<file path="config.mk">
export PLATFORM = sky130hd
export DESIGN_NAME = fx_flag_unit
export DESIGN_NICKNAME = d
export VERILOG_FILES = /design/src/rtl/fxflag_pkg.sv /design/src/rtl/fxflag_opsel.sv /design/src/rtl/fxflag_carry.sv /design/src/rtl/fxflag_ovf.sv /design/src/rtl/fx_flag_unit.sv
export SDC_FILE = /design/constraint.sdc
export NUM_CORES = 1
export LEC_CHECK = 0
export BUFFER_PORTS_ARGS = -buffer_cell sky130_fd_sc_hd__buf_2
export CAP_MARGIN = 10
export CORE_AREA = 2 2 135 137
export DETAILED_ROUTE_END_ITERATION = 6
export DIE_AREA = 0 0 137 139
export PLACE_DENSITY = 0.71
export RECOVER_POWER = 25
export SETUP_SLACK_MARGIN = 0.15
export SLEW_MARGIN = 20
export SYNTH_ARGS = -nofsm -noshare
export SYNTH_HDL_FRONTEND = slang
export SYNTH_SLANG_ARGS = --single-unit
export TNS_END_PERCENT = 50
</file>
<file path="constraint.sdc">
create_clock -name clk -period 3.4 [get_ports clk]
set_input_delay 0.51 -clock clk [delete_from_list [all_inputs] [get_ports clk]]
set_output_delay 0.51 -clock clk [all_outputs]
set_load 0.02 [all_outputs]
</file>
<file path="src/rtl/fxflag_pkg.sv">
package fxflag_pkg;

    // Architectural status bits kept by the flag generator
    typedef struct packed {
        logic ca;
        logic ca32;
        logic ov;
        logic ov32;
        logic so;
    } xer_bits_t;

    // Condition field bit positions, MSB first
    localparam int CR_NEG  = 3;
    localparam int CR_POS  = 2;
    localparam int CR_ZERO = 1;
    localparam int CR_SO   = 0;

endpackage

</file>
<file path="src/rtl/fxflag_opsel.sv">
module fxflag_opsel #(
    parameter int DW   = 64,
    parameter int NREG = 3,
    localparam int CW  = $clog2(NREG + 1)
) (
    input  logic [DW-1:0] regs [NREG],
    input  logic [CW-1:0] num_ops,
    input  logic [DW-1:0] imm,
    input  logic          imm_vld,
    input  logic          inv_first,
    output logic [DW-1:0] ops      [NREG+1],
    output logic          ops_vld  [NREG+1],
    output logic [DW-1:0] first,
    output logic [DW-1:0] second,
    output logic          n_ge2
);
    // Register slots, first one optionally inverted
    for (genvar i = 0; i < NREG; i++) begin : g_slot
        if (i == 0) begin : g_inv
            assign ops[i] = inv_first ? ~regs[i] : regs[i];
        end else begin : g_pass
            assign ops[i] = regs[i];
        end
        assign ops_vld[i] = (CW'(i) < num_ops);
    end

    // Immediate occupies the final slot
    assign ops[NREG]     = imm;
    assign ops_vld[NREG] = imm_vld;

    always_comb begin
        first  = '0;
        second = '0;
        if (num_ops >= CW'(2)) begin
            first  = ops[0];
            second = ops[1];
        end else if (num_ops == CW'(1)) begin
            first  = ops[0];
            second = imm_vld ? imm : '0;
        end else begin
            first  = imm_vld ? imm : '0;
        end
    end

    assign n_ge2 = ({1'b0, num_ops} + (CW+1)'(imm_vld)) >= (CW+1)'(2);

endmodule

</file>
<file path="src/rtl/fxflag_carry.sv">
module fxflag_carry #(
    parameter int DW   = 64,
    parameter int NOPS = 4,
    localparam int HW  = DW / 2
) (
    input  logic [DW-1:0] ops     [NOPS],
    input  logic          ops_vld [NOPS],
    input  logic [DW-1:0] first,
    input  logic [DW-1:0] second,
    input  logic [DW-1:0] result,
    input  logic          is_add,
    output logic          ca,
    output logic          ca32
);
    logic [NOPS-1:0] gt_full;
    logic [NOPS-1:0] gt_low;

    // Unsigned magnitude tests per operand slot
    for (genvar i = 0; i < NOPS; i++) begin : g_cmp
        assign gt_full[i] = ops_vld[i] && (ops[i] > result);
        assign gt_low[i]  = ops_vld[i] && (ops[i][HW-1:0] > result[HW-1:0]);
    end

    assign ca   = |gt_full;
    assign ca32 = is_add ? (result[HW] ^ first[HW] ^ second[HW]) : |gt_low;

endmodule

</file>
<file path="src/rtl/fxflag_ovf.sv">
module fxflag_ovf #(
    parameter int DW  = 64,
    localparam int HW = DW / 2
) (
    input  logic [DW-1:0] first,
    input  logic [DW-1:0] second,
    input  logic [DW-1:0] result,
    input  logic          n_ge2,
    input  logic          div_vld,
    input  logic          div_ov,
    output logic          upd,
    output logic          ov,
    output logic          ov32
);
    logic ov_arith;
    logic ov32_arith;

    assign ov_arith   = (first[DW-1] == second[DW-1]) && (result[DW-1] != first[DW-1]);
    assign ov32_arith = (first[HW-1] == second[HW-1]) && (result[HW-1] != first[HW-1]);

    always_comb begin
        upd  = 1'b0;
        ov   = 1'b0;
        ov32 = 1'b0;
        if (div_vld) begin
            upd  = 1'b1;
            ov   = div_ov;
            ov32 = div_ov;
        end else if (n_ge2) begin
            upd  = 1'b1;
            ov   = ov_arith;
            ov32 = ov32_arith;
        end
    end

endmodule

</file>
<file path="src/rtl/fx_flag_unit.sv">
module fx_flag_unit
    import fxflag_pkg::*;
#(
    parameter int DW   = 64,
    parameter int NREG = 3
) (
    input  logic                         clk,
    input  logic                         rst_n,
    input  logic                         valid,
    input  logic [DW-1:0]                op_a,
    input  logic [DW-1:0]                op_b,
    input  logic [DW-1:0]                op_c,
    input  logic [$clog2(NREG+1)-1:0]    num_ops,
    input  logic [DW-1:0]                imm,
    input  logic                         imm_vld,
    input  logic                         inv_a,
    input  logic [DW-1:0]                result,
    input  logic                         is_add,
    input  logic                         carry_en,
    input  logic                         ov_en,
    input  logic                         rc_en,
    input  logic [1:0]                   done_mask,
    input  logic                         div_ov_vld,
    input  logic                         div_ov,
    output logic                         ca,
    output logic                         ca32,
    output logic                         ov,
    output logic                         ov32,
    output logic                         so,
    output logic [3:0]                   cr0
);
    localparam int NOPS = NREG + 1;

    logic [DW-1:0] regs    [NREG];
    logic [DW-1:0] ops     [NOPS];
    logic          ops_vld [NOPS];
    logic [DW-1:0] first, second;
    logic          n_ge2;
    logic          c_full, c_low;
    logic          o_upd, o_full, o_low;

    xer_bits_t cur_q, nxt;
    logic [3:0] cr_q, cr_nxt;

    assign regs[0] = op_a;
    assign regs[1] = op_b;
    assign regs[2] = op_c;

    fxflag_opsel #(.DW(DW), .NREG(NREG)) u_opsel (
        .regs      (regs),
        .num_ops   (num_ops),
        .imm       (imm),
        .imm_vld   (imm_vld),
        .inv_first (inv_a),
        .ops       (ops),
        .ops_vld   (ops_vld),
        .first     (first),
        .second    (second),
        .n_ge2     (n_ge2)
    );

    fxflag_carry #(.DW(DW), .NOPS(NOPS)) u_carry (
        .ops     (ops),
        .ops_vld (ops_vld),
        .first   (first),
        .second  (second),
        .result  (result),
        .is_add  (is_add),
        .ca      (c_full),
        .ca32    (c_low)
    );

    fxflag_ovf #(.DW(DW)) u_ovf (
        .first   (first),
        .second  (second),
        .result  (result),
        .n_ge2   (n_ge2),
        .div_vld (div_ov_vld),
        .div_ov  (div_ov),
        .upd     (o_upd),
        .ov      (o_full),
        .ov32    (o_low)
    );

    // Next-value selection per flag group
    always_comb begin
        nxt    = cur_q;
        cr_nxt = cr_q;
        if (carry_en) begin
            if (!done_mask[0]) nxt.ca   = c_full;
            if (!done_mask[1]) nxt.ca32 = c_low;
        end
        if (ov_en && o_upd) begin
            nxt.ov   = o_full;
            nxt.ov32 = o_low;
            nxt.so   = cur_q.so | o_full;
        end
        if (rc_en) begin
            cr_nxt[CR_NEG]  = result[DW-1];
            cr_nxt[CR_POS]  = !result[DW-1] && (result != '0);
            cr_nxt[CR_ZERO] = (result == '0);
            cr_nxt[CR_SO]   = nxt.so;
        end
    end

    always_ff @(posedge clk) begin
        if (!rst_n) begin
            cur_q <= '0;
            cr_q  <= '0;
        end else if (valid) begin
            cur_q <= nxt;
            cr_q  <= cr_nxt;
        end
    end

    assign ca   = cur_q.ca;
    assign ca32 = cur_q.ca32;
    assign ov   = cur_q.ov;
    assign ov32 = cur_q.ov32;
    assign so   = cur_q.so;
    assign cr0  = cr_q;

endmodule

</file>
Word-level counts from Yosys, hierarchy flattened
Index checks and enable logic that the tools add are counted.
{"block": "word_totals", "ff_bits": 9, "input_bits": 335, "output_inout_bits": 9, "elab_cells": 66}
{"block": "classes", "addsub": 1, "order_cmp": 13, "eq_ne": 5, "muxes": 14, "n_bitwise": 6, "reduce_logical": 21}
{"op": "2-to-1 mux 64 bit", "count": 6}
{"op": "> comparator 64 bit", "count": 4}
{"op": "> comparator 32 bit", "count": 4}
{"op": "zero test 64 bit", "count": 1}
{"op": "NOT 64 bit", "count": 1}
{"op": "nonzero test 64 bit", "count": 1}
{"op": "logical AND 1 bit", "count": 12}
{"op": "2-to-1 mux 1 bit", "count": 8}
{"op": "OR reduction 4 bit", "count": 2}
{"op": "AND reduction 3 bit", "count": 2}
{"op": "< comparator 1 x 2 -> 1 bit (first input constant)", "count": 2}
{"op": "AND reduction 2 bit", "count": 2}
{"op": "adder 2 x 1 -> 3 bit", "count": 1}
{"op": "greater-or-equal comparator 3 x 2 -> 1 bit (second input constant)", "count": 1}
{"op": "== test 1 bit", "count": 2}
{"op": "== test 2 x 1 -> 1 bit (second input constant)", "count": 1}
{"op": "greater-or-equal comparator 2 bit (second input constant)", "count": 1}
{"op": "< comparator 2 bit (first input constant)", "count": 1}
{"op": "!= test 1 bit", "count": 2}
{"op": "NOT 1 bit", "count": 2}
{"op": "XOR 1 bit", "count": 2}
{"op": "zero test 1 bit", "count": 1}
{"op": "bitwise OR 1 bit", "count": 1}

Depth between registers and ports, before layout
Gate-level depths: netlist (run 1).
{"block": "depth", "word_depth": 10, "mapped_depth": 11, "mapped_depth_nobuf": 9}

Cells and area by module
Synthesis (run 1) repeated with hierarchy kept, for this count alone.
{"block": "hier_totals", "cells_unflattened": 1438, "area_unflattened_um2": 10869.2}
{"module": "fxflag_carry", "n_inst": 1, "cells_per_inst": 740, "area_each_um2": 5821.8, "seq_area_each_um2": 0.0}
{"module": "fxflag_opsel", "n_inst": 1, "cells_per_inst": 630, "area_each_um2": 4485.6, "seq_area_each_um2": 0.0}
{"module": "fx_flag_unit", "n_inst": 1, "cells_per_inst": 58, "area_each_um2": 499.2, "seq_area_each_um2": 180.2}
{"module": "fxflag_ovf", "n_inst": 1, "cells_per_inst": 10, "area_each_um2": 62.6, "seq_area_each_um2": 0.0}

Least setup slack after synthesis (run 1)
No wires, ideal clock.
{"block": "synth_path", "kind": "input-to-reg", "from": "input port inv_a", "to": "register cur_q, in the netlist ca32", "setup_time_ps": 136, "arrival_time_ps": 2784, "required_time_ps": 3264, "setup_slack_ps": 480, "stages": 11, "path_buffers": 2, "path_cell_list": "buf_2 > buf_1 > xor2_1 > ha_1 > a21o_1 > a21o_1 > a221o_1 > a2111oi_0 > o21ai_0 > nand2_1 > a41oi_1"}
{"block": "synth_via", "elab_chain_cells": 6, "elab_cells_between_ends": 9, "classes_between": "order compare (1); mux (4); bitwise (2); reduce/logical (2)"}
{"item": "from (decl)", "line_no": "fx_flag_unit.sv:16", "rtl": "input logic inv_a,"}
{"item": "2-to-1 mux 64 bit (*)", "line_no": "fxflag_opsel.sv:20", "rtl": "assign ops[i] = inv_first ? ~regs[i] : regs[i];"}
{"item": "parallel branches: the longest is 4 deep, another holds > comparator 32 bit"}
{"item": "2-to-1 mux 1 bit (*)", "line_no": "fxflag_carry.sv:25", "rtl": "assign ca32 = is_add ? (result[HW] ^ first[HW] ^ second[HW]) : |gt_low;"}
{"item": "to (signal assigned)", "line_no": "fx_flag_unit.sv:111", "rtl": "cur_q <= nxt;"}
{"item": "to (decl)", "line_no": "fx_flag_unit.sv:42", "rtl": "xer_bits_t cur_q, nxt;"}
Every way passes the cells marked *.
A chain may end at the register's enable or synchronous reset.

Worst setup path after layout (run 1)
{"block": "layout_path", "from": "input port inv_a", "to": "register cur_q, in the netlist ca"}
{"block": "layout_via", "elab_chain_cells": 4}
{"item": "2-to-1 mux 64 bit", "line_no": "fxflag_opsel.sv:20"}
{"item": "> comparator 64 bit", "line_no": "fxflag_carry.sv:20", "rtl": "assign gt_full[i] = ops_vld[i] && (ops[i] > result);"}
{"item": "logical AND 1 bit", "line_no": "fxflag_carry.sv:20"}
{"item": "OR reduction 4 bit", "line_no": "fxflag_carry.sv:24", "rtl": "assign ca = |gt_full;"}
Every way passes these cells.

==> impl_results.html, run 1 <==
<table>
<tr><th>Metric</th><th>Value</th></tr>
<tr><th colspan="2">Run status</th></tr>
<tr><td>Status</td><td>completed</td></tr>
<tr><th colspan="2">CTS</th></tr>
<tr><td>Max Root-Sink Buffers</td><td>2</td></tr>
<tr><td>Hold_buf cts</td><td>0</td></tr>
<tr><td>Root buffer cell</td><td>sky130_fd_sc_hd__clkbuf_16</td></tr>
<tr><td>Clock latency at the later pin of the worst-skew pair</td><td>240 ps</td></tr>
<tr><td>Post-CTS setup buffer count</td><td>0</td></tr>
<tr><td>Count of clock tree sinks</td><td>9</td></tr>
<tr><td>TritonCTS clock tree</td><td>built</td></tr>
<tr><td>H-tree levels</td><td>1</td></tr>
<tr><td>Number of instances resized during post-cts repair</td><td>0</td></tr>
<tr><td>Number of buffers inserted during clock tree synthesis</td><td>3</td></tr>
<tr><td>Clock input transition at the sequential cells of the worst setup and hold paths</td><td>40 ps</td></tr>
<tr><th colspan="2">Power and ir drop</th></tr>
<tr><td>Net switching component of the power</td><td>0.677 mW</td></tr>
<tr><td>Power density cells</td><td>159 nW/µm²</td></tr>
<tr><td>Gate power share</td><td>77.7%</td></tr>
<tr><td>Clk pwr share</td><td>14.5%</td></tr>
<tr><td>Seq pwr share</td><td>7.8%</td></tr>
<tr><td>Static leakage</td><td>5.03 nW</td></tr>
<tr><td>Internal cell power</td><td>0.781 mW</td></tr>
<tr><td>Peak supply drop</td><td>about 0.14 mV</td></tr>
<tr><td>Share of total power consumed by net switching</td><td>46.5%</td></tr>
<tr><th colspan="2">STA</th></tr>
<tr><td>Maximum operating frequency</td><td>around 0.34 GHz</td></tr>
<tr><td>Setup TNS</td><td>0 ps</td></tr>
<tr><td>Actual slew at the worst max-slew pin</td><td>823 ps</td></tr>
<tr><td>Final-report hold violation count</td><td>0</td></tr>
<tr><td>Crit path time final</td><td>2910 ps</td></tr>
<tr><td>Unrepaired setup endpoints after global routing</td><td>no</td></tr>
<tr><td>Setup clock skew after layout</td><td>0.294 ps</td></tr>
<tr><td>Number of max-slew violations in the final report</td><td>0</td></tr>
<tr><td>Crit share post-route</td><td>85.6%</td></tr>
<tr><td>Final hold slack</td><td>454 ps</td></tr>
<tr><td>Setup violation total in the final timing report</td><td>0</td></tr>
<tr><td>Worst slew slack as a fraction of its limit</td><td>between 40% and 50%</td></tr>
<tr><th colspan="2">Final layout</th></tr>
<tr><td>Number of standard cells in the layout, taps in and fillers out</td><td>1476</td></tr>
<tr><td>Fraction of layout instances using a drive strength above 1</td><td>28.8%</td></tr>
<tr><td>Layout area overhead</td><td>30.0%</td></tr>
<tr><td>Filler Cell Count</td><td>1749</td></tr>
<tr><td>Storage cell area</td><td>about 180 µm²</td></tr>
<tr><td>Number of nets at the end of the flow</td><td>1833</td></tr>
<tr><td>Area occupied by multi-input gates</td><td>6590 µm²</td></tr>
<tr><th colspan="2">Yosys</th></tr>
<tr><td>Top cells by instance count after synthesis</td><td>sky130_fd_sc_hd__ha_1, sky130_fd_sc_hd__a21oi_1, sky130_fd_sc_hd__inv_1</td></tr>
<tr><td>Most common cell in the netlist</td><td>sky130_fd_sc_hd__ha_1</td></tr>
<tr><td>Cell accounting for the most synthesized area</td><td>sky130_fd_sc_hd__ha_1</td></tr>
<tr><td>Post-Synthesis Mean Instance Area</td><td>7.90 µm²</td></tr>
<tr><td>Netlist area before placement</td><td>7080 µm²</td></tr>
<tr><td>Fraction of synthesized cell area taken by the top area cell type</td><td>a little under half</td></tr>
<tr><td>Yosys warning count</td><td>0</td></tr>
<tr><td>Most instantiated flip-flop cell in the synthesis netlist</td><td>sky130_fd_sc_hd__dfxtp_1</td></tr>
<tr><td>Async set-reset flop share out of synthesis</td><td>0%</td></tr>
<tr><td>Post-synthesis sequential area ratio</td><td>2.55%</td></tr>
<tr><td>Post-synthesis cell count</td><td>896</td></tr>
<tr><td>Number of distinct library cell variants in the gate-level netlist after synthesis</td><td>55</td></tr>
<tr><td>Post-Synthesis Net Count</td><td>approximately 1500</td></tr>
<tr><td>Main area contributors after synthesis</td><td>sky130_fd_sc_hd__ha_1, sky130_fd_sc_hd__xor2_1, sky130_fd_sc_hd__a21oi_1</td></tr>
<tr><td>Synth Register Bits</td><td>9</td></tr>
<tr><td>Number of enable flip-flop cells after synthesis</td><td>0</td></tr>
<tr><th colspan="2">Global routing</th></tr>
<tr><td>Number of antenna violations at the first check in global routing</td><td>7</td></tr>
<tr><td>Global router's overall resource usage</td><td>27.7%</td></tr>
<tr><td>Number of global-route vias before repair</td><td>a little over 8000</td></tr>
<tr><td>Pin count of the biggest net entering global routing</td><td>45</td></tr>
<tr><td>Global-route wire length before repair</td><td>between 40000 and 50000 µm</td></tr>
<tr><td>Final global-route overflow total</td><td>0</td></tr>
<tr><th colspan="2">Floorplanning</th></tr>
<tr><td>DIE AREA</td><td>around 19000 µm²</td></tr>
<tr><td>Effective utilization at floorplan</td><td>40.1%</td></tr>
<tr><td>Number of top-level pins</td><td>between 300 and 400</td></tr>
<tr><td>Height of the die</td><td>139 µm</td></tr>
<tr><td>Die W</td><td>137 µm</td></tr>
<tr><td>Core region area</td><td>17700 µm²</td></tr>
<tr><td>Num rows</td><td>49</td></tr>
<tr><th colspan="2">Detailed routing</th></tr>
<tr><td>DRT antenna net count</td><td>0</td></tr>
<tr><td>Router iterations before antenna repair</td><td>5</td></tr>
<tr><td>Number of DRC violations after detailed routing</td><td>0</td></tr>
<tr><td>Sum of routed wire length over all layers</td><td>27900 µm</td></tr>
<tr><td>Count of vias placed by the detailed router</td><td>8310</td></tr>
<tr><td>Average wire length per cell after detail routing</td><td>18.9 µm</td></tr>
<tr><td>Initial DRC count</td><td>388</td></tr>
<tr><td>Number of vias per cell</td><td>5.63</td></tr>
<tr><th colspan="2">Setup path</th></tr>
<tr><td>Critical path required time</td><td>approximately 3500 ps</td></tr>
<tr><td>Setup slack of the most critical reg-to-reg path</td><td>2580 ps</td></tr>
<tr><td>Nature of the critical path startpoint</td><td>input port</td></tr>
<tr><td>Crit path max fanout</td><td>44</td></tr>
<tr><td>Class of the most critical setup path</td><td>in2reg</td></tr>
<tr><td>Data arrival time of the critical path</td><td>3020 ps</td></tr>
<tr><td>Crit path capture type</td><td>register</td></tr>
<tr><th colspan="2">Flow run</th></tr>
<tr><td>Maximum Capacitance Violations</td><td>0</td></tr>
<tr><th colspan="2">Placed design</th></tr>
<tr><td>Input/output buffers</td><td>343</td></tr>
<tr><td>Routability Congestion</td><td>0.936</td></tr>
<tr><td>Placed Instances</td><td>1466</td></tr>
<tr><td>Dpl hpwl</td><td>25200 µm</td></tr>
<tr><th colspan="2">Min path</th></tr>
<tr><td>HP Class</td><td>reg2reg</td></tr>
</table>
==> power by group through the flow <==
| stage | Combinational [mW] | Clock [mW] | Sequential, mW |
|---|---|---|---|
| after floorplan | 0.660 | 0 | 0.122 |
| after global placement | 1.09 | 0 | 0.116 |
| after detailed placement | 1.12 | 0 | 0.116 |
| after CTS | 1.13 | 0.215 | 0.114 |
| after global routing | 1.28 | 0.218 | 0.115 |
| final | 1.13 | 0.211 | 0.114 |
==> per-stage QoR <==
step           setup slack (ps)  power [mW]  area, µm²  util, %
2_1_floorplan               480       0.782       7080        -
3_3_place_gp                309        1.21       9110     51.6
3_5_place_dp                238        1.23       9110     51.6
4_1_cts                     449        1.45       9190     52.0
5_1_grt                     233        1.62       9200     52.1
6_report                    489        1.46       9200     52.1
==> flip-flops by register name, indices dropped and copies added (netlist names) <==
signal	count
ca	1
ca32	1
cr0	4
ov	1
ov32	1
so	1
==> path summary, 6_finish.rpt <==
path	end	cells past startpoint	startpoint
min	ov$_SDFFE_PN0P_	2	ov$_SDFFE_PN0P_
max reg2reg	ca32$_SDFFE_PN0P_	3	ca32$_SDFFE_PN0P_
min reg2reg	ov$_SDFFE_PN0P_	2	ov$_SDFFE_PN0P_
max	ca$_SDFFE_PN0P_	11	inv_a
==> metal layers <==
metal | part of all wire (%) | global-route usage, % | up-vias
li1 | - | - | 4156
met1 | 42 | 33.8 | 3727
met2 | 46 | 47.4 | 354
met3 | 7.9 | 5.30 | 71
met4 | 4.0 | 11.1 | 2
met5 | 0.047 | 0 | -
==> kinds of logic (layout without fill, tap and decap cells) <==
logic type,after synthesis,count (layout),share of synthesized area (%)
compound gates,228,228,20.3
simple gates,255,255,19.3
mux,1,1,0.141
fa+ha+maj,256,256,45.3
xor+xnor,66,66,8.17
flops,9,9,2.55
buf+inv,81,426,4.31
other cells,0,6,0
==> cell type report <==
class / instances / area share (%)
Inverter: 73 / 2.98
Multi-Input combinational cell: 806 / 71.6
Sequential cell: 9 / 1.96
Clock inverter: 1 / 0.0544
Antenna cell: 6 / 0.163
Timing Repair Buffer: 349 / 19.3
Clock buffer: 3 / 0.816
Tap cell: 229 / 3.11
==> critical path, stage by stage <==
cell	delay, ps
sky130_fd_sc_hd__buf_4	320
sky130_fd_sc_hd__buf_12	320
sky130_fd_sc_hd__xor2_1	120
sky130_fd_sc_hd__ha_1	330
sky130_fd_sc_hd__nand4_1	110
sky130_fd_sc_hd__nor4_1	450
sky130_fd_sc_hd__nand2_1	170
sky130_fd_sc_hd__o22ai_1	160
sky130_fd_sc_hd__a21oi_1	60
sky130_fd_sc_hd__nor4_1	290
sky130_fd_sc_hd__a31oi_1	120
==> layout by cell type (no fill, tap or decap), types with 4 or more instances in the layout <==
master                      Yosys  final
sky130_fd_sc_hd__o21ai_0       31     31
sky130_fd_sc_hd__nand3_1       35     35
sky130_fd_sc_hd__a21o_1        26     26
sky130_fd_sc_hd__xor2_1        63     63
sky130_fd_sc_hd__nand2_1       67     67
sky130_fd_sc_hd__a21oi_1      106    106
sky130_fd_sc_hd__dfxtp_1        9      9
sky130_fd_sc_hd__a2111oi_0      4      4
sky130_fd_sc_hd__and4_1         9      9
sky130_fd_sc_hd__nor3_1        12     12
sky130_fd_sc_hd__a21boi_0       4      4
sky130_fd_sc_hd__buf_2          1    339
sky130_fd_sc_hd__a221o_1        9      9
sky130_fd_sc_hd__nor4_1        28     28
sky130_fd_sc_hd__a221oi_1       6      6
sky130_fd_sc_hd__diode_2        0      6
sky130_fd_sc_hd__buf_4          0      6
sky130_fd_sc_hd__nand4_1       55     55
sky130_fd_sc_hd__inv_1         73     73
sky130_fd_sc_hd__o31ai_1        4      4
sky130_fd_sc_hd__o211ai_1       7      7
sky130_fd_sc_hd__nor2b_1       10     10
sky130_fd_sc_hd__nor2_1        22     22
sky130_fd_sc_hd__a211oi_1       7      7
sky130_fd_sc_hd__ha_1         256    256
No activity file was read; power rests on OpenSTA's default activity.
==> run 2: changes to the inputs <==
==> constraint.sdc (replaced) <==
create_clock -name clk -period 3.4 [get_ports clk]
set_input_delay 0.68 -clock clk [delete_from_list [all_inputs] [get_ports clk]]
set_output_delay 0.68 -clock clk [all_outputs]
set_load 0.02 [all_outputs]
==> run 2 against run 1 <==
  * Worst hold slack about the same
  * Sequential share of layout area about the same
  * Die area is the same
  * Core utilization is 0.23 points higher
  * Fmax shrank 3.2%
  * Highest routed layer unchanged
  * Critical path type unchanged
  * Final cell count is 0.27% higher
  * Clock power barely moved
  * Sequential cell count did not move
  * Global-route usage up 0.57 points
==> impl_results.html, run 2 (same netlist as run 1, synthesis figures left out) <==
<table>
<tr><th>Metric</th><th>Value</th></tr>
<tr><th colspan="2">Run status</th></tr>
<tr><td>Status</td><td>completed</td></tr>
<tr><th colspan="2">Final layout</th></tr>
<tr><td>Layout area overhead</td><td>30.6%</td></tr>
<tr><td>Final cell area excluding filler cells</td><td>9240 µm² (+0.44%)</td></tr>
<tr><td>Number of flip-flops under the largest register name</td><td>4 (unchanged)</td></tr>
<tr><td>End-of-flow core utilization</td><td>52.3% (+0.23 points)</td></tr>
<tr><td>Fraction of layout instances using a drive strength above 1</td><td>29.0% (+0.19 points)</td></tr>
<tr><td>Top library cells by usage in the layout, fill and taps aside</td><td>sky130_fd_sc_hd__buf_2, sky130_fd_sc_hd__ha_1, sky130_fd_sc_hd__a21oi_1</td></tr>
<tr><td>Most common library cell in the layout ignoring fill and taps</td><td>sky130_fd_sc_hd__buf_2</td></tr>
<tr><td>Number of nets at the end of the flow</td><td>1835 (+0.11%)</td></tr>
<tr><td>Number of standard cells in the layout, taps in and fillers out</td><td>1480 (+0.27%)</td></tr>
<tr><th colspan="2">Setup path</th></tr>
<tr><td>Nature of the critical path startpoint</td><td>input port</td></tr>
<tr><td>Data arrival time of the critical path</td><td>3110 ps (+90 ps)</td></tr>
<tr><td>Critical path required time</td><td>3500 ps (about the same)</td></tr>
<tr><td>Class of the most critical setup path</td><td>in2reg</td></tr>
<tr><td>Count of cells along the worst register-to-register path</td><td>3 (unchanged)</td></tr>
<tr><td>Crit path max fanout</td><td>14 (-68%)</td></tr>
<tr><td>Terminus of the critical flop-to-flop path</td><td>ca32$_SDFFE_PN0P_</td></tr>
<tr><td>Setup slack of the most critical reg-to-reg path</td><td>2600 ps (+20 ps)</td></tr>
<tr><td>Crit path capture type</td><td>register</td></tr>
<tr><td>Crit Reg-Reg Startpoint</td><td>ca32$_SDFFE_PN0P_</td></tr>
<tr><th colspan="2">Placed design</th></tr>
<tr><td>Input/output buffers</td><td>343 (unchanged)</td></tr>
<tr><td>Dpl hpwl</td><td>25400 µm (+0.72%)</td></tr>
<tr><td>Placed Instances</td><td>1468 (+0.14%)</td></tr>
<tr><td>Routability Congestion</td><td>0.936 (about the same)</td></tr>
<tr><td>Pre-CTS WS</td><td>125 ps (-113 ps)</td></tr>
<tr><td>Placed Instance Area</td><td>9140 µm² (+0.30%)</td></tr>
<tr><th colspan="2">Detailed routing</th></tr>
<tr><td>Router iterations before antenna repair</td><td>5 (unchanged)</td></tr>
<tr><td>Initial DRC count</td><td>354 (-8.8%)</td></tr>
<tr><td>DRT antenna net count</td><td>0 (unchanged)</td></tr>
<tr><td>Number of vias per cell</td><td>5.58 (-0.81%)</td></tr>
<tr><td>Number of DRC violations after detailed routing</td><td>0 (unchanged)</td></tr>
<tr><td>Count of vias placed by the detailed router</td><td>8265 (-0.54%)</td></tr>
<tr><td>Average wire length per cell after detail routing</td><td>18.9 µm (+0.14%)</td></tr>
<tr><td>Sum of routed wire length over all layers</td><td>28000 µm (+0.41%)</td></tr>
<tr><th colspan="2">CTS</th></tr>
<tr><td>Hold_buf cts</td><td>0 (unchanged)</td></tr>
<tr><td>Number of buffers inserted during clock tree synthesis</td><td>3 (unchanged)</td></tr>
<tr><td>Clock input transition at the sequential cells of the worst setup and hold paths</td><td>40 ps (about the same)</td></tr>
<tr><td>Max Root-Sink Buffers</td><td>2 (unchanged)</td></tr>
<tr><td>Root buffer cell</td><td>sky130_fd_sc_hd__clkbuf_16</td></tr>
<tr><td>TritonCTS clock tree</td><td>built</td></tr>
<tr><td>H-tree levels</td><td>1 (unchanged)</td></tr>
<tr><td>Count of clock tree sinks</td><td>9 (unchanged)</td></tr>
<tr><td>Clock latency at the later pin of the worst-skew pair</td><td>230 ps (about the same)</td></tr>
<tr><th colspan="2">STA</th></tr>
<tr><td>Actual slew at the worst max-slew pin</td><td>715 ps (-108 ps)</td></tr>
<tr><td>Setup violation total in the final timing report</td><td>0 (unchanged)</td></tr>
<tr><td>Setup TNS</td><td>0 ps (unchanged)</td></tr>
<tr><td>Number of max-slew violations in the final report</td><td>0 (unchanged)</td></tr>
<tr><td>Final setup slack of the worst path</td><td>392 ps (-97.4 ps)</td></tr>
<tr><td>Crit path time final</td><td>3010 ps (+97.4 ps)</td></tr>
<tr><td>Crit share post-route</td><td>88.5% (+2.9 points)</td></tr>
<tr><td>Final-report hold violation count</td><td>0 (unchanged)</td></tr>
<tr><td>Worst slew slack as a fraction of its limit</td><td>51.9% (+7.2 points)</td></tr>
<tr><td>Maximum operating frequency</td><td>0.332 GHz (-3.2%)</td></tr>
<tr><td>Unrepaired setup endpoints after global routing</td><td>no</td></tr>
<tr><td>Setup clock skew after layout</td><td>0.120 ps (-0.174 ps)</td></tr>
<tr><th colspan="2">Global routing</th></tr>
<tr><td>Number of antenna violations at the first check in global routing</td><td>9 (+2)</td></tr>
<tr><td>Global-route wire length before repair</td><td>42000 µm (+1.7%)</td></tr>
<tr><td>Number of global-route vias before repair</td><td>8180 (+1.2%)</td></tr>
<tr><td>Pin count of the biggest net entering global routing</td><td>29 (-36%)</td></tr>
<tr><td>Global router's overall resource usage</td><td>28.3% (+0.57 points)</td></tr>
<tr><td>Final global-route overflow total</td><td>0 (unchanged)</td></tr>
<tr><th colspan="2">Min path</th></tr>
<tr><td>HP Class</td><td>reg2reg</td></tr>
<tr><td>Origin of the worst min-delay path</td><td>ov$_SDFFE_PN0P_</td></tr>
<tr><td>Number of cells on the worst hold path</td><td>2 (unchanged)</td></tr>
<tr><td>Hold endpoint</td><td>ov$_SDFFE_PN0P_</td></tr>
<tr><th colspan="2">Flow run</th></tr>
<tr><td>Maximum Capacitance Violations</td><td>0 (unchanged)</td></tr>
<tr><th colspan="2">Floorplanning</th></tr>
<tr><td>Core region area</td><td>17700 µm² (unchanged)</td></tr>
<tr><td>DIE AREA</td><td>19000 µm² (unchanged)</td></tr>
<tr><td>Height of the die</td><td>139 µm (unchanged)</td></tr>
<tr><td>Die W</td><td>137 µm (unchanged)</td></tr>
<tr><td>Effective utilization at floorplan</td><td>40.1% (unchanged)</td></tr>
<tr><td>Num rows</td><td>49 (unchanged)</td></tr>
<tr><td>Number of top-level pins</td><td>344 (unchanged)</td></tr>
<tr><th colspan="2">Power and ir drop</th></tr>
<tr><td>Peak supply drop</td><td>0.189 mV (+37%)</td></tr>
<tr><td>Static leakage</td><td>5.05 nW (+0.30%)</td></tr>
<tr><td>Power density cells</td><td>158 nW/µm² (about the same)</td></tr>
</table>
run 2: changes by cell type in the layout (fill, tap and decap cells not counted), sizes merged:
cell / before / now
buf: 346 / 348
diode: 6 / 8
run 2: repair_timing:
item,in CTS,in global routing
setup buffers,0,0
setup endpoints to repair,0,2
gates resized for setup,0,2
run 2: per-stage QoR:
stage | total power [mW] | hold slack [ps]
after floorplan | 0.782 | 531
after global placement | 1.22 | 440
after detailed placement | 1.24 | 447
after CTS | 1.46 | 453
after global routing | 1.63 | 502
final | 1.46 | 454
run 2: area by class of cell:
cell class | instances | area (µm²)
timing repair buffer | 351 | 1800
fill | 1772 | 8420
sequential | 9 | 180
tap | 229 | 287
antenna | 8 | 20.0
multi-input combinational | 806 | 6600
clock inverter | 1 | 5.00
inverter | 73 | 274
clock buffer | 3 | 75.1
run 2: worst max-delay path: stages:
cell and delay [ps]:
sky130_fd_sc_hd__buf_4 260, sky130_fd_sc_hd__xor2_1 200, sky130_fd_sc_hd__ha_1 260, sky130_fd_sc_hd__a21oi_1 150, sky130_fd_sc_hd__o21ai_0 110, sky130_fd_sc_hd__a221o_1 350
sky130_fd_sc_hd__a2111oi_1 610, sky130_fd_sc_hd__buf_4 200, sky130_fd_sc_hd__o21ai_0 90, sky130_fd_sc_hd__nand2_1 90, sky130_fd_sc_hd__a41oi_1 90
run 2: how the worst max path moves through the flow:
stage | from | endpoint | cells after the start
finish | inv_a | ca32$_SDFFE_PN0P_ | 11
global route | inv_a | ca$_SDFFE_PN0P_ | 12
CTS | inv_a | ca$_SDFFE_PN0P_ | 12
detailed placement | inv_a | ca$_SDFFE_PN0P_ | 12
global placement | inv_a | ca$_SDFFE_PN0P_ | 12
floorplan | inv_a | ca32$_SDFFE_PN0P_ | 11
run 2: power breakdown:
group	switching, mW	internal [mW]
clock network	0.0567	0.156
logic	0.620	0.517
registers	0.00276	0.111
run 2: layer usage:
| metal | part of all wire [%] | vias to the layer above | wire length [µm] | track usage [%] |
|---|---|---|---|---|
| met5 | 0.046 | - | 13 | 0 |
| met4 | 4.8 | 2 | 1340 | 12.1 |
| met3 | 7.7 | 76 | 2170 | 5.41 |
| met2 | 46 | 359 | 12800 | 47.7 |
| met1 | 42 | 3673 | 11700 | 34.7 |
| li1 | - | 4155 | - | - |
==> run 3: changes to the inputs <==
ABC_AREA = 1   (was not set)
CORE_AREA = 2 2 133 135   (was 2 2 135 137)
DIE_AREA = 0 0 135 137   (was 0 0 137 139)
PLACE_DENSITY = 0.75   (was 0.71)
clock period = 2.9 ns   (was 3.4 ns; I/O delays follow)
==> run 3 against run 2 <==
  * Critical endpoint unchanged
  * Count of clock-buffer cells in the layout stayed put
  * Setup slack better by 55 ps
  * Global-route usage is 1.2 points lower
  * Power is 20% higher
  * Final cell count is 12% higher
  * Largest cell class unchanged
  * Sequential power is 17% higher
==> impl_results.html, run 3 <==
<table>
<tr><th>Metric</th><th>Value</th></tr>
<tr><th colspan="2">STA</th></tr>
<tr><td>Crit share post-route</td><td>between 80% and 90%</td></tr>
<tr><td>Actual slew at the worst max-slew pin</td><td>795 ps (+79.6 ps)</td></tr>
<tr><td>Setup TNS</td><td>0 ps (unchanged)</td></tr>
<tr><td>Worst slew slack as a fraction of its limit</td><td>46.5% (-5.4 points)</td></tr>
<tr><td>Unrepaired setup endpoints after global routing</td><td>no</td></tr>
<tr><td>Maximum operating frequency</td><td>approximately 0.41 GHz</td></tr>
<tr><td>Crit path time final</td><td>between 2000 and 2500 ps</td></tr>
<tr><td>Setup violation total in the final timing report</td><td>0 (unchanged)</td></tr>
<tr><td>Number of max-slew violations in the final report</td><td>0 (unchanged)</td></tr>
<tr><td>Final-report hold violation count</td><td>0 (unchanged)</td></tr>
<tr><td>Setup clock skew after layout</td><td>0.0336 ps (-0.0869 ps)</td></tr>
<tr><th colspan="2">Yosys</th></tr>
<tr><td>Yosys warning count</td><td>0 (unchanged)</td></tr>
<tr><td>Top cells by instance count after synthesis</td><td>sky130_fd_sc_hd__ha_1, sky130_fd_sc_hd__nand2_1, sky130_fd_sc_hd__a21oi_1</td></tr>
<tr><td>Main area contributors after synthesis</td><td>sky130_fd_sc_hd__ha_1, sky130_fd_sc_hd__nand2_1, sky130_fd_sc_hd__a21oi_1</td></tr>
<tr><td>Post-synthesis cell count</td><td>1078 (+20%)</td></tr>
<tr><td>Cell accounting for the most synthesized area</td><td>sky130_fd_sc_hd__ha_1</td></tr>
<tr><td>Fraction of synthesized cell area taken by the top area cell type</td><td>43.3% (-2.0 points)</td></tr>
<tr><td>Number of enable flip-flop cells after synthesis</td><td>0 (unchanged)</td></tr>
<tr><td>Most instantiated flip-flop cell in the synthesis netlist</td><td>sky130_fd_sc_hd__dfxtp_1</td></tr>
<tr><td>Post-Synthesis Mean Instance Area</td><td>6.87 µm² (-13%)</td></tr>
<tr><td>Synth Register Bits</td><td>9 (unchanged)</td></tr>
<tr><td>Netlist area before placement</td><td>7400 µm² (+4.6%)</td></tr>
<tr><td>Number of distinct library cell variants in the gate-level netlist after synthesis</td><td>40 (-27%)</td></tr>
<tr><td>Async set-reset flop share out of synthesis</td><td>0% (unchanged)</td></tr>
<tr><td>Post-synthesis sequential area ratio</td><td>2.43% (-0.11 points)</td></tr>
<tr><td>Most common cell in the netlist</td><td>sky130_fd_sc_hd__ha_1</td></tr>
<tr><td>Post-Synthesis Net Count</td><td>1669 (+12%)</td></tr>
<tr><th colspan="2">Final layout</th></tr>
<tr><td>Area occupied by multi-input gates</td><td>6730 µm² (+1.9%)</td></tr>
<tr><td>Number of flip-flops under the largest register name</td><td>4 (unchanged)</td></tr>
<tr><td>Fraction of layout instances using a drive strength above 1</td><td>26.8% (-2.3 points)</td></tr>
<tr><td>Storage cell area</td><td>180 µm² (unchanged)</td></tr>
<tr><td>Most common library cell in the layout ignoring fill and taps</td><td>sky130_fd_sc_hd__buf_2</td></tr>
<tr><td>Layout area overhead</td><td>28.6%</td></tr>
<tr><td>Number of nets at the end of the flow</td><td>2015 (+9.8%)</td></tr>
<tr><td>Top library cells by usage in the layout, fill and taps aside</td><td>sky130_fd_sc_hd__buf_2, sky130_fd_sc_hd__ha_1, sky130_fd_sc_hd__nand2_1</td></tr>
<tr><td>Filler Cell Count</td><td>1703 (-3.9%)</td></tr>
<tr><th colspan="2">Setup path</th></tr>
<tr><td>Count of cells along the worst register-to-register path</td><td>2 (-1)</td></tr>
<tr><td>Most frequent cell on the critical path</td><td>sky130_fd_sc_hd__nand2_1</td></tr>
<tr><td>Setup slack of the most critical reg-to-reg path</td><td>2220 ps (-380 ps)</td></tr>
<tr><td>Crit path capture type</td><td>register</td></tr>
<tr><td>Terminus of the critical flop-to-flop path</td><td>ca32$_SDFFE_PN0P_</td></tr>
<tr><td>Crit path max fanout</td><td>22 (+8)</td></tr>
<tr><td>Largest stage delay on the critical path</td><td>310 ps (-300 ps)</td></tr>
<tr><td>Class of the most critical setup path</td><td>in2reg</td></tr>
<tr><td>Data arrival time of the critical path</td><td>2570 ps (-540 ps)</td></tr>
<tr><td>Nature of the critical path startpoint</td><td>input port</td></tr>
<tr><td>Worst-path cell chain</td><td>buf_4, buf_12, xor2_1, ha_1, nand2_1, nor3_1, nand3_1, nor2_2, nor2_1, nand2_1, nand2_1, o21bai_2, a21oi_2</td></tr>
<tr><td>Critical path's slowest cell</td><td>sky130_fd_sc_hd__nor3_1</td></tr>
<tr><td>Crit Reg-Reg Startpoint</td><td>ca32$_SDFFE_PN0P_</td></tr>
<tr><td>Critical path required time</td><td>3020 ps (-480 ps)</td></tr>
<tr><th colspan="2">Detailed routing</th></tr>
<tr><td>Router iterations before antenna repair</td><td>5 (unchanged)</td></tr>
<tr><td>Number of DRC violations after detailed routing</td><td>0 (unchanged)</td></tr>
<tr><td>Number of vias per cell</td><td>5.17 (-7.4%)</td></tr>
<tr><td>Count of vias placed by the detailed router</td><td>8550 (+3.4%)</td></tr>
<tr><td>Average wire length per cell after detail routing</td><td>15.8 µm (-17%)</td></tr>
<tr><td>Sum of routed wire length over all layers</td><td>26100 µm (-7.0%)</td></tr>
<tr><td>Initial DRC count</td><td>269 (-24%)</td></tr>
<tr><td>DRT antenna net count</td><td>0 (unchanged)</td></tr>
<tr><th colspan="2">Power and ir drop</th></tr>
<tr><td>Power density cells</td><td>184 nW/µm² (+16%)</td></tr>
<tr><td>Gate power share</td><td>78.2% (+0.5 points)</td></tr>
<tr><td>Static leakage</td><td>5.51 nW (+9.2%)</td></tr>
<tr><td>Share of total power consumed by net switching</td><td>47.6% (+1.2 points)</td></tr>
<tr><td>Net switching component of the power</td><td>0.835 mW (+23%)</td></tr>
<tr><td>Total design power</td><td>1.75 mW (+20%)</td></tr>
<tr><td>Peak supply drop</td><td>0.173 mV (-8.2%)</td></tr>
<tr><td>Clk pwr share</td><td>14.2% (-0.3 points)</td></tr>
<tr><td>Seq pwr share</td><td>7.6% (-0.2 points)</td></tr>
<tr><td>Internal cell power</td><td>0.919 mW (+17%)</td></tr>
<tr><th colspan="2">CTS</th></tr>
<tr><td>Post-CTS setup buffer count</td><td>0 (unchanged)</td></tr>
<tr><td>Max Root-Sink Buffers</td><td>2 (unchanged)</td></tr>
<tr><td>Clock input transition at the sequential cells of the worst setup and hold paths</td><td>40 ps (about the same)</td></tr>
<tr><td>Hold_buf cts</td><td>0 (unchanged)</td></tr>
<tr><td>Number of buffers inserted during clock tree synthesis</td><td>3 (unchanged)</td></tr>
<tr><td>Number of instances resized during post-cts repair</td><td>0 (unchanged)</td></tr>
<tr><td>H-tree levels</td><td>1 (unchanged)</td></tr>
<tr><td>Root buffer cell</td><td>sky130_fd_sc_hd__clkbuf_16</td></tr>
<tr><td>Clock latency at the later pin of the worst-skew pair</td><td>240 ps (about the same)</td></tr>
<tr><td>Count of clock tree sinks</td><td>9 (unchanged)</td></tr>
<tr><td>TritonCTS clock tree</td><td>built</td></tr>
<tr><th colspan="2">Placed design</th></tr>
<tr><td>Input/output buffers</td><td>343 (unchanged)</td></tr>
<tr><td>Dpl hpwl</td><td>23600 µm (-7.0%)</td></tr>
<tr><td>Routability Congestion</td><td>0.934 (-0.28%)</td></tr>
<tr><th colspan="2">Floorplanning</th></tr>
<tr><td>Effective utilization at floorplan</td><td>43.4% (+3.3 points)</td></tr>
<tr><td>Core region area</td><td>17100 µm² (-3.4%)</td></tr>
<tr><td>Die W</td><td>135 µm (-1.5%)</td></tr>
<tr><td>Number of top-level pins</td><td>344 (unchanged)</td></tr>
<tr><td>Height of the die</td><td>137 µm (-1.4%)</td></tr>
<tr><td>DIE AREA</td><td>18500 µm² (-2.9%)</td></tr>
<tr><td>Num rows</td><td>48 (-2.0%)</td></tr>
<tr><th colspan="2">Flow run</th></tr>
<tr><td>Maximum Capacitance Violations</td><td>0 (unchanged)</td></tr>
<tr><th colspan="2">Global routing</th></tr>
<tr><td>Number of global-route vias before repair</td><td>8372 (+2.3%)</td></tr>
<tr><td>Final global-route overflow total</td><td>0 (unchanged)</td></tr>
<tr><td>Global router's overall resource usage</td><td>27.1% (-1.2 points)</td></tr>
<tr><td>Pin count of the biggest net entering global routing</td><td>23 (-21%)</td></tr>
<tr><td>Global-route wire length before repair</td><td>40000 µm (-4.9%)</td></tr>
<tr><td>Number of antenna violations at the first check in global routing</td><td>8 (-1)</td></tr>
<tr><th colspan="2">Min path</th></tr>
<tr><td>HP Class</td><td>reg2reg</td></tr>
<tr><td>Number of cells on the worst hold path</td><td>2 (unchanged)</td></tr>
<tr><td>Hold endpoint</td><td>cr0[1]$_SDFFE_PN0P_</td></tr>
<tr><td>Origin of the worst min-delay path</td><td>cr0[1]$_SDFFE_PN0P_</td></tr>
<tr><th colspan="2">Run status</th></tr>
<tr><td>Status</td><td>completed</td></tr>
</table>
==> run 3: cell types whose count changed after synthesis, sizes merged, moves of 13 or more <==
cell   change
nand3     -13
nand2    +181
o21ai     +18
nor2      +53
a21oi     +24
inv       +44
nand4     -22
a21o      -21
nor4      -17
==> run 3: stage by stage <==
stage	std cells	hold slack [ps]	setup slack, ps	util, %	area (µm²)
finish	1654	482	447	55.8	9510
global route	1651	503	206	55.7	9510
CTS	1648	481	434	55.7	9500
detailed placement	1644	474	198	55.2	9420
global placement	1644	465	232	55.2	9420
floorplan	1078	542	479	-	7400
==> run 3: critical path: cells and delay by family <==
| family | cells | cell delay, ps |
|---|---|---|
| buffers and inverters | 2 | 500 |
| adder cells (fa/ha/maj) | 1 | 290 |
| XOR/XNOR | 1 | 100 |
| AND/OR/NAND/NOR | 7 | 870 |
| AO/OA/AOI/OAI | 2 | 200 |
==> run 3: layer usage <==
metal	part of all wire [%]	up-vias	global-route usage [%]
met5	0.050	-	0
met4	4.0	2	10.1
met3	7.7	67	5.37
met2	48	319	50.5
met1	40	3725	30.4
li1	-	4437	-
==> run 3: final cells by class <==
class	count	share of cell area [%]
multi-input cells	942	70.7
inverters	119	4.69
repair buffers	349	18.8
clock inverters	1	0.0526
well taps	225	2.96
flip-flops and latches	9	1.89
clock buffers	3	0.789
diodes	6	0.158
==> run 3: worst max path at each step <==
stage                        end  start  depth (start not counted)  slack [ps]
6_report       ca32$_SDFFE_PN0P_  inv_a                         13         450
5_1_grt          ca$_SDFFE_PN0P_  inv_a                         16         210
4_1_cts        ca32$_SDFFE_PN0P_  inv_a                         13         430
3_5_place_dp   ca32$_SDFFE_PN0P_  inv_a                         13         200
3_3_place_gp   ca32$_SDFFE_PN0P_  inv_a                         13         230
2_1_floorplan  ca32$_SDFFE_PN0P_  inv_a                         15         480
==> run 3: logic make-up after synthesis <==
| family | share of synthesized area (%) |
|---|---|
| AOI/OAI and AO/OA | 15.4 |
| xor gates and xnor gates | 7.81 |
| adders and majority gates | 43.3 |
| buffers and inverters | 6.69 |
| DFF | 2.43 |
| and+or+nand+nor | 24.4 |
==> run 3: power by group through the flow <==
stage	clock (mW)	sequential, mW	combinational (mW)
3_5_place_dp	0	0.135	1.36
4_1_cts	0.249	0.133	1.37
3_3_place_gp	0	0.135	1.32
6_report	0.249	0.133	1.37
2_1_floorplan	0	0.143	0.850
5_1_grt	0.260	0.134	1.58
